[src/rtl/dtu_pkg.sv]
package dtu_pkg;
    localparam int H_W   = 12;
    localparam int V_W   = 12;
    localparam int FC_W  = 24;
    localparam int TS_W  = 32;
    localparam int PIX_W = H_W + V_W;
    localparam int FSD_W = 2;

    typedef struct packed {
        logic [H_W-1:0]   htotal;
        logic [H_W-1:0]   hblank;
        logic [H_W-1:0]   hs_start;
        logic [H_W-1:0]   hs_end;
        logic [V_W-1:0]   vtotal;
        logic [V_W-1:0]   vb_start;
        logic [V_W-1:0]   vb_end;
        logic [V_W-1:0]   vs_start;
        logic [V_W-1:0]   vs_end;
        logic [FSD_W-1:0] fs_delay;
    } timing_t;

    // Field-height adjustment for interlaced operation.
    function automatic timing_t field_adjust(timing_t raw, logic interlace);
        timing_t t;
        logic [V_W:0] vbs_up;
        t = raw;
        vbs_up = ({1'b0, raw.vb_start} + 1'b1) >> 1;
        if (interlace) begin
            t.vtotal   = raw.vtotal >> 1;
            t.vb_end   = raw.vb_end >> 1;
            t.vb_start = vbs_up[V_W-1:0];
            t.vs_start = raw.vs_start >> 1;
            t.vs_end   = raw.vs_end >> 1;
        end
        return t;
    endfunction
endpackage

[src/rtl/dtu_shadow.sv]
module dtu_shadow
    import dtu_pkg::*;
(
    input  logic    clk,
    input  logic    rst,
    input  logic    run,
    input  logic    load,
    input  timing_t pend,
    output timing_t act
);
    always_ff @(posedge clk) begin
        if (rst || !run || load)
            act <= pend;
    end


    hold_between_latch_chk: assert property (@(posedge clk) disable iff (rst)
        ($past(run) && run && !$past(load)) |-> $stable(act))
        else $error("working timing changed outside a latch point");
endmodule

[src/rtl/dtu_raster.sv]
module dtu_raster
    import dtu_pkg::*;
(
    input  logic           clk,
    input  logic           rst,
    input  logic           en,
    input  timing_t        act,
    output logic           run,
    output logic [H_W-1:0] hpos,
    output logic [V_W-1:0] vline,
    output logic           frame_last,
    output logic           hsync,
    output logic           blank
);
    logic line_last;
    logic field_last;

    assign line_last  = hpos  >= act.htotal - 1'b1;
    assign field_last = vline >= act.vtotal - 1'b1;
    assign frame_last = line_last && field_last;

    always_ff @(posedge clk) begin
        if (rst || !en) begin
            run   <= 1'b0;
            hpos  <= '0;
            vline <= '0;
        end else begin
            run <= 1'b1;
            if (run) begin
                if (line_last) begin
                    hpos  <= '0;
                    vline <= field_last ? '0 : vline + 1'b1;
                end else begin
                    hpos <= hpos + 1'b1;
                end
            end
        end
    end

    assign hsync = run && (hpos >= act.hs_start) && (hpos < act.hs_end);
    assign blank = !run || (hpos >= act.hblank) ||
                   ((vline >= act.vb_start) && (vline < act.vb_end));


    hpos_step_chk: assert property (@(posedge clk) disable iff (rst)
        ($past(run) && run && hpos != '0) |-> hpos == H_W'($past(hpos) + 1'b1))
        else $error("pixel position skipped");


    line_hold_chk: assert property (@(posedge clk) disable iff (rst)
        ($past(run) && run && hpos != '0) |-> $stable(vline))
        else $error("line changed inside a line");


    stopped_home_chk: assert property (@(posedge clk) disable iff (rst)
        !run |-> (hpos == '0 && vline == '0))
        else $error("raster moved while stopped");
endmodule

[src/rtl/dtu_events.sv]
module dtu_events
    import dtu_pkg::*;
(
    input  logic           clk,
    input  logic           rst,
    input  logic           run,
    input  logic [H_W-1:0] hpos,
    input  logic [V_W-1:0] vline,
    input  timing_t        act,
    output logic           at_hs,
    output logic           vb_hit,
    output logic           ev_vblank,
    output logic           ev_frame_start,
    output logic           ev_vsync,
    output logic           vsync
);
    logic fs_hit;
    logic vs_hit;
    logic ve_hit;
    logic at_hb;
    logic [V_W-1:0] fs_line;

    assign fs_line = act.vb_start + V_W'(act.fs_delay);
    assign at_hs   = run && (hpos == act.hs_start);
    assign at_hb   = run && (hpos == act.hblank);
    assign vb_hit  = at_hs && (vline == act.vb_start - 1'b1);
    assign fs_hit  = at_hb && (vline == fs_line);
    assign vs_hit  = at_hs && (vline == act.vs_start);
    assign ve_hit  = at_hs && (vline == act.vs_end);

    always_ff @(posedge clk) begin
        if (rst) begin
            ev_vblank      <= 1'b0;
            ev_frame_start <= 1'b0;
            ev_vsync       <= 1'b0;
            vsync          <= 1'b0;
        end else begin
            ev_vblank      <= vb_hit;
            ev_frame_start <= fs_hit;
            ev_vsync       <= vs_hit;
            if (!run)
                vsync <= 1'b0;
            else if (vs_hit)
                vsync <= 1'b1;
            else if (ve_hit)
                vsync <= 1'b0;
        end
    end


    vblank_pulse_chk: assert property (@(posedge clk) disable iff (rst)
        ev_vblank |=> !ev_vblank)
        else $error("vblank event longer than one cycle");


    frame_pulse_chk: assert property (@(posedge clk) disable iff (rst)
        ev_frame_start |=> !ev_frame_start)
        else $error("frame-start event longer than one cycle");


    vsync_pulse_chk: assert property (@(posedge clk) disable iff (rst)
        ev_vsync |=> !ev_vsync)
        else $error("vsync event longer than one cycle");
endmodule

[src/rtl/dtu_counters.sv]
module dtu_counters
    import dtu_pkg::*;
(
    input  logic             clk,
    input  logic             rst,
    input  logic             run,
    input  logic             at_hs,
    input  logic             vb_hit,
    input  logic             frame_last,
    input  logic [V_W-1:0]   vline,
    input  logic [V_W-1:0]   pend_vtotal,
    input  logic [TS_W-1:0]  ts_in,
    output logic [V_W-1:0]   scanline,
    output logic [PIX_W-1:0] pixel_count,
    output logic [FC_W-1:0]  frame_count,
    output logic [TS_W-1:0]  frame_ts
);
    always_ff @(posedge clk) begin
        if (rst) begin
            scanline    <= '0;
            pixel_count <= '0;
            frame_count <= '0;
            frame_ts    <= '0;
        end else begin
            if (!run) begin
                scanline    <= pend_vtotal - 1'b1;
                pixel_count <= '0;
            end else begin
                if (at_hs)
                    scanline <= vline;
                pixel_count <= frame_last ? '0 : pixel_count + 1'b1;
            end
            if (vb_hit) begin
                frame_count <= frame_count + 1'b1;
                frame_ts    <= ts_in;
            end
        end
    end


    frame_step_chk: assert property (@(posedge clk) disable iff (rst)
        $past(vb_hit) |-> frame_count == FC_W'($past(frame_count) + 1'b1))
        else $error("frame count did not step");


    frame_hold_chk: assert property (@(posedge clk) disable iff (rst)
        !$past(vb_hit) |-> $stable(frame_count))
        else $error("frame count moved without a vblank");


    ts_capture_chk: assert property (@(posedge clk) disable iff (rst)
        $past(vb_hit) |-> frame_ts == $past(ts_in))
        else $error("timestamp not captured");
endmodule

[src/rtl/disp_timing_unit.sv]
module disp_timing_unit
    import dtu_pkg::*;
(
    input  logic             clk,
    input  logic             rst,
    input  logic             en,
    input  logic [H_W-1:0]   cfg_htotal,
    input  logic [H_W-1:0]   cfg_hblank,
    input  logic [H_W-1:0]   cfg_hsync_start,
    input  logic [H_W-1:0]   cfg_hsync_end,
    input  logic [V_W-1:0]   cfg_vtotal,
    input  logic [V_W-1:0]   cfg_vblank_start,
    input  logic [V_W-1:0]   cfg_vblank_end,
    input  logic [V_W-1:0]   cfg_vsync_start,
    input  logic [V_W-1:0]   cfg_vsync_end,
    input  logic             cfg_interlace,
    input  logic [FSD_W-1:0] cfg_fs_delay,
    input  logic [TS_W-1:0]  ts_in,
    output logic             hsync,
    output logic             vsync,
    output logic             blank,
    output logic [V_W-1:0]   scanline,
    output logic [PIX_W-1:0] pixel_count,
    output logic [FC_W-1:0]  frame_count,
    output logic [TS_W-1:0]  frame_ts,
    output logic             ev_vblank,
    output logic             ev_frame_start,
    output logic             ev_vsync
);
    timing_t        pend_raw;
    timing_t        pend;
    timing_t        act;
    logic           run;
    logic [H_W-1:0] hpos;
    logic [V_W-1:0] vline;
    logic           frame_last;
    logic           at_hs;
    logic           vb_hit;

    assign pend_raw = '{htotal:   cfg_htotal,
                        hblank:   cfg_hblank,
                        hs_start: cfg_hsync_start,
                        hs_end:   cfg_hsync_end,
                        vtotal:   cfg_vtotal,
                        vb_start: cfg_vblank_start,
                        vb_end:   cfg_vblank_end,
                        vs_start: cfg_vsync_start,
                        vs_end:   cfg_vsync_end,
                        fs_delay: cfg_fs_delay};
    assign pend = field_adjust(pend_raw, cfg_interlace);

    dtu_shadow u_shadow (
        .clk  (clk),
        .rst  (rst),
        .run  (run),
        .load (vb_hit),
        .pend (pend),
        .act  (act)
    );

    dtu_raster u_raster (
        .clk        (clk),
        .rst        (rst),
        .en         (en),
        .act        (act),
        .run        (run),
        .hpos       (hpos),
        .vline      (vline),
        .frame_last (frame_last),
        .hsync      (hsync),
        .blank      (blank)
    );

    dtu_events u_events (
        .clk            (clk),
        .rst            (rst),
        .run            (run),
        .hpos           (hpos),
        .vline          (vline),
        .act            (act),
        .at_hs          (at_hs),
        .vb_hit         (vb_hit),
        .ev_vblank      (ev_vblank),
        .ev_frame_start (ev_frame_start),
        .ev_vsync       (ev_vsync),
        .vsync          (vsync)
    );

    dtu_counters u_counters (
        .clk         (clk),
        .rst         (rst),
        .run         (run),
        .at_hs       (at_hs),
        .vb_hit      (vb_hit),
        .frame_last  (frame_last),
        .vline       (vline),
        .pend_vtotal (pend.vtotal),
        .ts_in       (ts_in),
        .scanline    (scanline),
        .pixel_count (pixel_count),
        .frame_count (frame_count),
        .frame_ts    (frame_ts)
    );


    scan_moves_at_sync_chk: assert property (@(posedge clk) disable iff (rst)
        ($past(run) && run && !$past(at_hs)) |-> $stable(scanline))
        else $error("scanline moved away from hsync start");
endmodule

[config.mk]
export PLATFORM = sky130hd
export DESIGN_NAME = disp_timing_unit
export DESIGN_NICKNAME = d
export VERILOG_FILES = /design/src/rtl/dtu_pkg.sv /design/src/rtl/dtu_shadow.sv /design/src/rtl/dtu_raster.sv /design/src/rtl/dtu_events.sv /design/src/rtl/dtu_counters.sv /design/src/rtl/disp_timing_unit.sv
export SDC_FILE = /design/constraint.sdc
export NUM_CORES = 1
export LEC_CHECK = 0
export ABC_AREA = 1
export BUFFER_PORTS_ARGS = -buffer_cell sky130_fd_sc_hd__buf_2
export CAP_MARGIN = 30
export CORE_MARGIN = 3
export CORE_UTILIZATION = 32
export DETAILED_ROUTE_END_ITERATION = 8
export GPL_ROUTABILITY_DRIVEN = 0
export SYNTH_ARGS = -nofsm -noshare
export SYNTH_HDL_FRONTEND = slang
export SYNTH_SLANG_ARGS = --single-unit
[constraint.sdc]
create_clock -name clk -period 11.05 [get_ports clk]
set_clock_uncertainty 0.1 [all_clocks]
set_input_delay 1.105 -clock clk [delete_from_list [all_inputs] [get_ports clk]]
set_output_delay 1.105 -clock clk [all_outputs]
set_load 0.01 [all_outputs]
==> results by group <==
Die
  – Io pins: roughly 240
  – Core footprint: 41400 sq um
  – Vert. Die Dim: 212 um
  – Initial Util: 32.8%
  – Cell row count: 74
  – Die area: approximately 45000 sq um
  – Die X: 212 um

Flow run
  – Total of max-cap violations: 0

Setup path
  – CP Capture Type: flip-flop
  – Slowest cell delay on critical path: ~0.76 ns
  – RR Endpoint: u_shadow.act[83]$_DFFE_PP_
  – Critical path type: flip-flop to flip-flop
  – Max stage delay cell, worst path: nor4_2
  – R2R depth: 7
  – Startpoint Class: flip-flop
  – Worst R2R Setup Slack: between 6 and 7 ns
  – Critical path arrival: roughly 4.3 ns
  – Worst EP required: about 11 ns
  – Max FO, Critical Path: 60
  – Critical-path cell list: inv_1 -> nor4_2 -> nand3_1 -> nor2_2 -> nand2_2 -> nand2_4 -> buf_4
  – RR Startpoint: u_raster.run$_DFF_P_

Route
  – DR WL/cell: about 15 um
  – DRC violations left: 0
  – DR pass1 iterations: 7
  – Routed Antenna Nets: 0
  – Drt total wl: 37.9 mm
  – DRT iter0 DRCs: just under 1k
  – Drt via density: 4.84
  – Via count: about 12k

GRT
  – Vias in the first global route: 11.3k
  – GRT overflow: 0
  – Largest net degree at the start of global routing: 68
  – Tot GR Track Use: 16.3%
  – First-pass GRT wire length: 58.6 mm
  – Initial antenna violation count: 0

Hold path
  – HP Class: flip-flop to flip-flop
  – Worst Hold Endpoint: u_counters.pixel_count[0]$_SDFF_PP0_
  – Hold path cells: 1
  – Hold wc startpoint: u_counters.pixel_count[0]$_SDFF_PP0_

Status
  – Outcome: completed

Finish
  – Cell Count, Final, Fillers Out: 2502
  – Area grow syn2layout: 18.4%
  – Nets: 2190
  – Ant diodes: 0
  – Finished Core Util: 38.8%
  – Share of layout cells above drive strength 1: between 10% and 20%

Logic synthesis
  – Syn Inst Count: ~1.7k
  – Syn avg cell area: between 7 and 8 sq um
  – Synthesized area: about 14000 sq um
  – Number of synthesized flops with an enable pin: 110
  – Prevailing post-synth register cell: dfxtp_1
  – Register area share after synthesis: between 40 and 50%
  – Ys Warns: 0
  – FFs w/ async S/R, synth: 0%
  – Library cells used by synthesis: 52
  – Seq cells post-synth: approximately 230
  – Syn Nets: 1965

Placed design
  – I/O Buffers: roughly 240
  – Hpwl dp: 28.7 mm
  – Placed cell count: roughly 2.5k

Pwr
  – P per Cell Area: roughly 130 nW/um^2
  – Static leakage: 0.00720 uW
  – VDD IR-drop max: around 0.00010 V

Timing
  – Period Utilization, post-route: ~39%
  – Total Neg Setup Slack: 0 ns
  – Hold Fails Final Rpt: 0
  – Setup violators final: 0
  – RSZ-0062 raised after global routing: false
  – Worst-margin pin slew: roughly 1 ns
  – Max Freq: ~230 MHz
  – Worst slew margin: around 34%
  – Slew Viols, Final: 0
  – Final Critical Period: approximately 4.3 ns

Clock network
  – Clock sink count: 231
  – Post-CTS sizing: 0
  – Clock root buffer: clkbuf_16
  – Skew-Pair Late Insertion Delay: around 0.57 ns
  – CTS clk-pin slew, worst paths: ~0.060 ns
  – CTS tree: built
  – Max clock buf depth: 3
  – H-tree depth: 1
  – # hold bufs at CTS: 0
  – CTS Buf Count: 27
  – Post-CTS Setup Inserts: 0
==> Yosys cell counts, types with 2 or more instances <==
| library cell | number | area share, % |
|---|---|---|
| inv_2 | 9 | 0.25 |
| xnor2_1 | 46 | 3.0 |
| buf_4 | 6 | 0.33 |
| nand3_1 | 67 | 2.5 |
| buf_2 | 12 | 0.44 |
| ha_1 | 93 | 8.6 |
| nor3b_1 | 6 | 0.33 |
| buf_6 | 8 | 0.66 |
| nor2_1 | 221 | 6.1 |
| nand4_1 | 56 | 2.6 |
| a21oi_1 | 88 | 3.2 |
| buf_1 | 2 | 0.055 |
| o211ai_1 | 4 | 0.22 |
| nand2_1 | 429 | 12 |
| o22ai_1 | 3 | 0.14 |
| or3_1 | 2 | 0.092 |
| a221oi_1 | 2 | 0.13 |
| nor2_2 | 12 | 0.55 |
| nand2_2 | 4 | 0.18 |
| a21boi_0 | 6 | 0.33 |
| nor4_1 | 7 | 0.32 |
| a31oi_1 | 4 | 0.18 |
| a211oi_1 | 4 | 0.22 |
| xor2_1 | 49 | 3.2 |
| inv_1 | 172 | 4.8 |
| edfxtp_1 | 110 | 24 |
| nand3b_1 | 9 | 0.50 |
| o21ai_0 | 70 | 2.6 |
| o2111ai_1 | 2 | 0.13 |
| or2_2 | 9 | 0.42 |
| dfxtp_1 | 121 | 18 |
| nand3_2 | 2 | 0.15 |
| clkbuf_2 | 4 | 0.15 |
| o21a_1 | 6 | 0.33 |
| nor3_1 | 36 | 1.3 |
| clkbuf_1 | 22 | 0.61 |
| o21ai_1 | 7 | 0.26 |
==> cells by family (layout without fill, tap and decap cells) <==
kind of cell,after synthesis,after routing,share of synthesized area (%)
compound gates,202,202,8.13
xor+xnor,95,95,6.13
fa+ha+maj,94,94,8.73
buf+inv,237,482,7.35
flops,231,231,42.2
simple gates,866,866,27.5
==> through the flow <==
step           worst slack [ns]  hold slack (ns)  cell area [sq um]  power (uW)
3_5_place_dp               6.49            0.355              15200        1190
3_3_place_gp               6.60            0.346              15200        1190
6_report                   6.79            0.367              16100        2050
4_1_cts                    6.73            0.372              16100        2080
5_1_grt                    6.43            0.385              16100        2140
2_1_floorplan              6.45            0.369              13600        1110
==> power breakdown <==
group	switching, uW	total (uW)	internal, uW
clock	367	873	506
sequential	24.2	963	939
combinational	130	210	80.2
==> layer usage <==
| layer | GRT usage, % | part of all wire, % | vias to the layer above |
|---|---|---|---|
| met1 | 22.8 | 46 | 5527 |
| met5 | 0 | 0 | - |
| met2 | 26.3 | 45 | 373 |
| met3 | 2.19 | 6.7 | 52 |
| li1 | - | - | 6165 |
| met4 | 4.71 | 2.4 | 0 |
==> cell usage in the layout, fill, tap and decap left out, types with 5 or more instances in the layout <==
cell type  instances
a21boi_0           6
a21oi_1           88
buf_2            243
buf_4              7
clkbuf_1           5
clkbuf_16         27
clkinv_2           9
dfxtp_1          121
edfxtp_1         110
ha_1              93
inv_1            172
inv_2              9
nand2_1          428
nand3_1           67
nand3b_1           9
nand4_1           56
nor2_1           221
nor2_2            12
nor3_1            36
nor3b_1            6
nor4_1             7
o21a_1             6
o21ai_0           70
o21ai_1            7
or2_2              9
xnor2_1           46
xor2_1            49
==> critical path: cells and delay by family, from the launching register on <==
family | cells | cell delay (ns)
buf+inv | 2 | 1.26
simple gates | 5 | 1.75
flops | 1 | 0.70
==> registers in the layout, summed over array words and instances, names as in the netlist <==
| register | flops |
|---|---|
| u_raster.hpos | 12 |
| u_counters.pixel_count | 24 |
| u_counters.scanline | 12 |
| u_counters.frame_count | 24 |
| u_events.vsync | 1 |
| u_events.ev_vblank | 1 |
| u_events.ev_frame_start | 1 |
| u_raster.vline | 12 |
| u_counters.frame_ts | 32 |
| u_raster.run | 1 |
| u_shadow.act | 110 |
| u_events.ev_vsync | 1 |
==> final cells by class <==
cell class | count | area (sq um)
Fill cell | 4210 | 25300
Inverter | 183 | 692
Clock buffer | 34 | 713
Multi-Input combinational cell | 1257 | 6850
Tap cell | 532 | 666
Sequential cell | 231 | 5730
Timing Repair Buffer | 250 | 1270
Clock inverter | 15 | 145
==> worst max path at each step <==
stage / start / slack (ns) / endpoint / cells after the start
global placement: rst / 6.60 / u_shadow.act[70]$_DFFE_PP_ / 6
finish: u_raster.run$_DFF_P_ / 6.79 / u_shadow.act[83]$_DFFE_PP_ / 7
global route: u_raster.run$_DFF_P_ / 6.43 / u_shadow.act[83]$_DFFE_PP_ / 7
CTS: u_raster.run$_DFF_P_ / 6.73 / u_shadow.act[97]$_DFFE_PP_ / 7
detailed placement: rst / 6.49 / u_shadow.act[97]$_DFFE_PP_ / 6
floorplan: rst / 6.45 / u_shadow.act[0]$_DFFE_PP_ / 6
No activity file was read; power rests on OpenSTA's default activity.
